## src/rtl/tmr_fault_pkg.sv

```systemverilog
package tmr_fault_pkg;
    localparam int REG_W     = 32;
    localparam int PAIR_N    = 3;
    // packed layout of the stored (non-reserved) bits
    localparam int LIVE_N    = 2 * PAIR_N + 4;
    localparam int L_REC     = PAIR_N;
    localparam int L_FP_LO   = PAIR_N + 1;
    localparam int L_VOTER   = 2 * PAIR_N + 1;
    localparam int L_ECC     = 2 * PAIR_N + 2;
    localparam int L_WDOG    = 2 * PAIR_N + 3;
    // positions in the visible word
    localparam int B_LM_LO   = 0;
    localparam int B_REC     = 3;
    localparam int B_FP_LO   = 16;
    localparam int B_VOTER   = 19;
    localparam int B_ECC     = 20;
    localparam int B_WDOG    = 21;

    typedef enum logic [1:0] {
        PROC_NONE = 2'd0,
        PROC_1    = 2'd1,
        PROC_2    = 2'd2,
        PROC_3    = 2'd3
    } proc_id_e;
endpackage

```

## src/rtl/tmr_sticky_bits.sv

```systemverilog
module tmr_sticky_bits #(
    parameter int W = 10
) (
    input  logic         clk,
    input  logic         rst_n,
    input  logic         clr,
    input  logic [W-1:0] set,
    output logic [W-1:0] q
);
    for (genvar i = 0; i < W; i++) begin : g_bit
        always_ff @(posedge clk or negedge rst_n) begin
            if (!rst_n)
                q[i] <= 1'b0;
            else if (set[i])
                q[i] <= 1'b1;      // a new event outranks a clear
            else if (clr)
                q[i] <= 1'b0;
        end
    end
endmodule

```

## src/rtl/tmr_pair_decoder.sv

```systemverilog
module tmr_pair_decoder
    import tmr_fault_pkg::*;
(
    input  logic [PAIR_N-1:0] mis,
    output logic [1:0]        proc_id,
    output logic              can_recover
);
    proc_id_e verdict;

    always_comb begin
        unique case (mis)
            3'b011:  verdict = PROC_1;   // pairs 1-2 and 1-3 share processor 1
            3'b101:  verdict = PROC_2;   // pairs 1-2 and 2-3 share processor 2
            3'b110:  verdict = PROC_3;   // pairs 1-3 and 2-3 share processor 3
            default: verdict = PROC_NONE;
        endcase
    end

    assign proc_id     = verdict;
    assign can_recover = (verdict != PROC_NONE);
endmodule

```

## src/rtl/tmr_fault_status.sv

```systemverilog
module tmr_fault_status
    import tmr_fault_pkg::*;
#(
    parameter int             KEY_W     = 8,
    parameter logic [KEY_W-1:0] KEY_VALUE = 8'hA5
) (
    input  logic              clk,
    input  logic              rst_n,
    input  logic [2:0]        ev_lock_mis,
    input  logic [2:0]        ev_fatal_pair,
    input  logic              ev_fatal_voter,
    input  logic              ev_fatal_ecc,
    input  logic              ev_wdog_exp,
    input  logic              ev_recovery,
    input  logic              bus_wr,
    input  logic [KEY_W-1:0]  ctrl_key,
    output logic [31:0]       status_rd,
    output logic [1:0]        faulty_id,
    output logic              recovery_ok
);
    logic              clr_fire;
    logic [LIVE_N-1:0] live_set;
    logic [LIVE_N-1:0] live_q;

    assign clr_fire = bus_wr && (ctrl_key == KEY_VALUE);

    assign live_set = {ev_wdog_exp, ev_fatal_ecc, ev_fatal_voter,
                       ev_fatal_pair, ev_recovery, ev_lock_mis};

    tmr_sticky_bits #(.W(LIVE_N)) u_sticky (
        .clk   (clk),
        .rst_n (rst_n),
        .clr   (clr_fire),
        .set   (live_set),
        .q     (live_q)
    );

    always_comb begin
        status_rd = '0;
        status_rd[B_LM_LO +: PAIR_N] = live_q[PAIR_N-1:0];
        status_rd[B_REC]             = live_q[L_REC];
        status_rd[B_FP_LO +: PAIR_N] = live_q[L_FP_LO +: PAIR_N];
        status_rd[B_VOTER]           = live_q[L_VOTER];
        status_rd[B_ECC]             = live_q[L_ECC];
        status_rd[B_WDOG]            = live_q[L_WDOG];
    end

    tmr_pair_decoder u_dec (
        .mis         (live_q[PAIR_N-1:0]),
        .proc_id     (faulty_id),
        .can_recover (recovery_ok)
    );
endmodule

```

## config.mk

```make
export PLATFORM = sky130hd
export DESIGN_NAME = tmr_fault_status
export DESIGN_NICKNAME = d
export VERILOG_FILES = /design/src/rtl/tmr_fault_pkg.sv /design/src/rtl/tmr_sticky_bits.sv /design/src/rtl/tmr_pair_decoder.sv /design/src/rtl/tmr_fault_status.sv
export SDC_FILE = /design/constraint.sdc
export NUM_CORES = 1
export LEC_CHECK = 0
export BUFFER_PORTS_ARGS = -buffer_cell sky130_fd_sc_hd__buf_2
export CAP_MARGIN = 30
export CORE_UTILIZATION = 33
export CTS_CLUSTER_DIAMETER = 40
export CTS_CLUSTER_SIZE = 28
export DETAILED_ROUTE_END_ITERATION = 6
export PLACE_DENSITY = 0.72
export SLEW_MARGIN = 20
export SYNTH_ARGS = -nofsm -noshare
export SYNTH_HDL_FRONTEND = slang
export SYNTH_SLANG_ARGS = --single-unit
export TNS_END_PERCENT = 1
```

## constraint.sdc

```tcl
create_clock -name clk -period 0.9 [get_ports clk]
set_input_delay 0.18 -clock clk [delete_from_list [all_inputs] [get_ports clk]]
set_output_delay 0.18 -clock clk [all_outputs]
set_load 0.02 [all_outputs]
```

---- Word-level counts from Yosys, hierarchy flattened ----
Cells that the tools add are included.
cells by class
  muxes and demuxes ....................... 12
  reduce and logical (&&, ||, !) cells .... 12
  equality and inequality tests ........... 4
operators with widths
  kind                                                                   count
  2-bit nonzero test                                                     11
  1-bit 2-to-1 mux                                                       11
  8-bit equality test, second input constant                             1
  3-bit equality test, second input constant                             2
  2-bit case mux with 3 select lines                                     1
  3-bit by 2-bit equality test with 1-bit output, second input constant  1
  1-bit logical AND                                                      1
storage, ports and cells
  output and inout bits ................... 35
  word-level logic and storage cells ...... 38
  input port bits ......................... 21
  register bits after elaboration ......... 10

---- Longest topological paths before layout ----
  depth in word-level cells ............... 4
  mapped depth ............................ 3
  gate-level depth less buffers ........... 2

---- Cells and area by module ----
A second synthesis with hierarchy kept.
second synthesis, totals
  cells, all modules ...................... 53
  area total of the unflattened synthesis .. 573.0 um2
by module, submodules not included
  module            instances  area each (um2)  seq. area each (um2)  cells each
  tmr_sticky_bits   1          329.1            250.2                 21
  tmr_fault_status  1          197.7            0.0                   26
  tmr_pair_decoder  1          46.3             0.0                   6

---- Worst setup path before layout ----
OpenSTA, ideal clock, no wires.
  path type ............................... input to register
  start point ............................. input port ctrl_key[3]
  end point ............................... register u_sticky.q[0]
  setup time .............................. 0.141 ns
  cell stages on the path ................. 3
  path buffers ............................ 1
  path slack .............................. 0.067 ns
  data required time ...................... 0.759 ns
  arrival ................................. 0.692 ns
  path through ............................ buf_2 nor4b_1 a31oi_1
on the way
  longest elaborated chain between the ends .. 3
RTL lines
  item                           RTL line                source
  start, declared                tmr_fault_status.sv:16  input logic [KEY_W-1:0] ctrl_key,
  8-bit equality test            tmr_fault_status.sv:25  assign clr_fire = bus_wr && (ctrl_key == KEY_VALUE);
  1-bit logical AND              tmr_fault_status.sv:25
  2-bit nonzero test (no line)   n/a
  end signal, assigned by index  tmr_sticky_bits.sv:13   q[i] <= 1'b0;
  end signal, assigned by index  tmr_sticky_bits.sv:15   q[i] <= 1'b1;
  end signal, assigned by index  tmr_sticky_bits.sv:17   q[i] <= 1'b0;
  end, declared                  tmr_sticky_bits.sv:8    output logic [W-1:0] q
No other way between the ends.
A chain may end at the register's enable or synchronous reset.

==> impl_metrics.py <==
metrics = {
    "status": {
        "status": "finished with violations",
        "violations": "setup timing",
    },
    "die": {
        "ioPinCount": 56,
        "dieHeight_um": 48.0,
        "dieWidth_um": 48.0,
        "coreArea_mm2": 0.00198,
        "num_rows": 16,
        "die_area_mm2": 0.00230,
        "start_util_pct": 35.2,
    },
    "setup_path": {
        "r2r-end": "u_sticky.q[0]",
        "startpoint_type": "flop",
        "worstSetupPathType": "flop to primary output",
        "crit_fanout": 4,
        "cp_num_buf_inv": 1,
        "path_depth": 3,
        "crit_start": "u_sticky.q[1]",
        "slowest_stage": "dfrtp_2",
        "worstPathRequired_ns": 0.72,
        "max_stage_delay_ns": 0.42,
        "worstPathArrival_ns": 1.22,
        "r2r_cells": 3,
        "end_kind": "primary output",
        "rr_startpoint": "u_sticky.q[0]",
        "worstSetupEndpoint": "recovery_ok",
        "r2r_slack_ns": 0.02,
        "critPathTopFamily": "flip-flops",
        "crit_chain": "xor2_1, a22o_1, buf_6",
    },
    "sta": {
        "timing.final.crit_share_pct": 155,
        "slew_violations": 0,
        "worst_pin_slew_ns": 0.502,
        "clock.fmax_mhz": 715,
        "setup_viol": 13,
        "whs_ns": 0.186,
        "hold_violations": 0,
        "rsz0062_at_grt": "true",
        "slew_headroom_pct": 66.5,
        "fin_skew_ns": 0,
        "fin_ws_ns": -0.498,
        "period_minus_slack_ns": 1.40,
    },
    "layout": {
        "top_register": "u_sticky.q",
        "multi_input_area_um2": 337,
        "design_area_um2": 913,
        "final_util_pct": 46.1,
        "area_growth_pct": 30.8,
        "antenna-diode-count": 0,
        "top_regs": "u_sticky.q: 10 flops",
        "seq_area_um2": 254,
        "nets": 134,
        "largest_register_ff_count": 10,
        "drive_gt1_share_pct": 40.2,
        "fillCellCount": 186,
    },
    "global_routing": {
        "grt_first_pass_wirelength_um": 2260,
        "antenna_found_initial": 0,
        "grt_overflow": 0,
        "grt_pass1_vias": 556,
        "grt_max_degree": 11,
        "track_usage_pct": 14.3,
    },
    "clocking": {
        "htree_levels": 1,
        "cts_made_buffers": 3,
        "path_clk_slew_ns": 0.07,
        "cts_buffer_depth": 2,
        "cts_tree": "yes",
        "cts_root_buffer": "clkbuf_4",
        "cts_sinks": 10,
        "clkLatencyLatePin_ns": 0.26,
    },
    "synthesis": {
        "synth-edff-count": 0,
        "synth.area.top_cells": "dfrtp_1, buf_4, nor4b_1, a31oi_1, nor2_1",
        "synth_cell_type_count": 15,
        "yosysWarnings": 0,
        "synth_flop_cell": "dfrtp_1",
        "post-synth-top-area-cell": "dfrtp_1",
        "syn-mean-instance-area_um2": 9.31,
        "synth_area_um2": 698,
        "ys_seq_area_share_pct": 35.8,
        "synthArstFlopShare_pct": 100,
        "postSynthCellCount": 75,
        "synth_top_area_share_pct": 35.8,
        "ys_seq_elements": 10,
    },
    "placed_design": {
        "portBuffers": 33,
        "dpl_cell_area_um2": 816,
        "gp_congestion": 0.620,
        "dp_hpwl_um": 1170,
    },
    "power_and_ir_drop": {
        "power.density_mw_per_mm2": 1150,
        "comb_power_share_pct": 18.6,
        "swShare_pct": 28.6,
        "clkPwrFrac_pct": 38.5,
        "p_int_mw": 0.748,
        "vdd_drop_max_mv": 0.496,
        "seqPwrFrac_pct": 43.0,
        "power_switching_mw": 0.300,
        "p_leak_nw": 0.401,
    },
    "drt": {
        "drt_iter0_drc": 9,
        "dr_total_vias": 629,
        "wl_per_cell_um": 11.0,
        "wl_met1_um": 602,
        "met2_length_um": 797,
        "drc": 0,
        "wl_um": 1520,
        "ant_nets": 0,
        "first_pass_iters": 4,
        "via_per_inst": 4.53,
        "wl_met3_um": 123,
        "top_layer": "met3",
    },
    "hold_path": {
        "hp-class": "input port to flop",
    },
    "flow_run": {
        "maxCapViolCount": 0,
    },
}
## kinds of logic (layout without fill, tap and decap cells)
kind of cell / count (synthesis) / count (layout) / synth area share (%)
flops: 10 / 10 / 35.8
xor+xnor: 2 / 2 / 2.51
other cells: 1 / 22 / 0.537
simple gates: 25 / 25 / 23.3
compound gates: 11 / 11 / 10.2
buf+inv: 26 / 42 / 27.6
## area by class of cell
cell class | instances | area share, %
well taps | 27 | 3.70
clock buffers | 4 | 3.97
repair buffers | 38 | 27.7
flip-flops and latches | 10 | 27.8
multi-input cells | 60 | 36.8
## metal layers
metal  GRT usage, %  vias to the layer above
li1               -                      294
met2           25.7                       36
met5              0                        -
met3           3.77                        0
met1           15.1                      299
met4           7.22                        0
## cells in the final DEF (no fill, tap or decap), types with 3 or more instances in the layout
| cell type | count |
|---|---|
| dfrtp_2 | 3 |
| dfrtp_1 | 7 |
| nor2_1 | 9 |
| buf_4 | 3 |
| nor4b_1 | 10 |
| clkbuf_4 | 3 |
| buf_2 | 26 |
| conb_1 | 22 |
| a31oi_1 | 10 |
| buf_6 | 8 |
## how the worst min path moves through the flow
stage	slack, ns	startpoint	end	depth (start not counted)
floorplan	-0.12	rst_n	u_sticky.q[0]	0
global placement	0.05	rst_n	u_sticky.q[9]	1
detailed placement	0.06	rst_n	u_sticky.q[2]	1
CTS	0.19	ev_lock_mis[2]	u_sticky.q[2]	3
global route	0.20	ev_lock_mis[2]	u_sticky.q[2]	3
finish	0.19	ev_lock_mis[2]	u_sticky.q[2]	3
## power groups by stage
| stage | Sequential (mW) | Combinational, mW | Clock, mW |
|---|---|---|---|
| 2_1_floorplan | 0.461 | 0.197 | 0 |
| 3_3_place_gp | 0.459 | 0.185 | 0 |
| 5_1_grt | 0.451 | 0.215 | 0.443 |
| 6_report | 0.451 | 0.195 | 0.403 |
| 3_5_place_dp | 0.460 | 0.187 | 0 |
| 4_1_cts | 0.451 | 0.192 | 0.417 |
## through the flow
step,total power [mW],worst slack (ns),setup TNS (ns),std cells
after global routing,1.11,-0.550,-3.19,139
after global placement,0.644,-0.205,-1.10,134
after CTS,1.06,-0.508,-2.83,139
final,1.05,-0.498,-2.67,139
after floorplan,0.658,-0.212,-0.539,96
after detailed placement,0.647,-0.244,-1.32,134
## cells in the mapped netlist (2+ instances only)
master   instances
nor2_1          10
dfrtp_1         10
buf_4           23
nor4b_1         10
a31oi_1         10
and2_1           2
xor2_1           2
## tightest hold or removal path, delay by kind of cell
kind	cells	cell delay, ns
compound gates	1	0.04
buf+inv	1	0.11
simple gates	1	0.08
## repair_timing
action,4_1_cts,5_1_grt
pin swaps,2,0
hold buffers,1,0
gates resized for setup,9,8
endpoints found under the hold margin,10,0
endpoints found under the setup margin,13,16
setup buffers,0,0
Power figures use the tool's default switching activity.
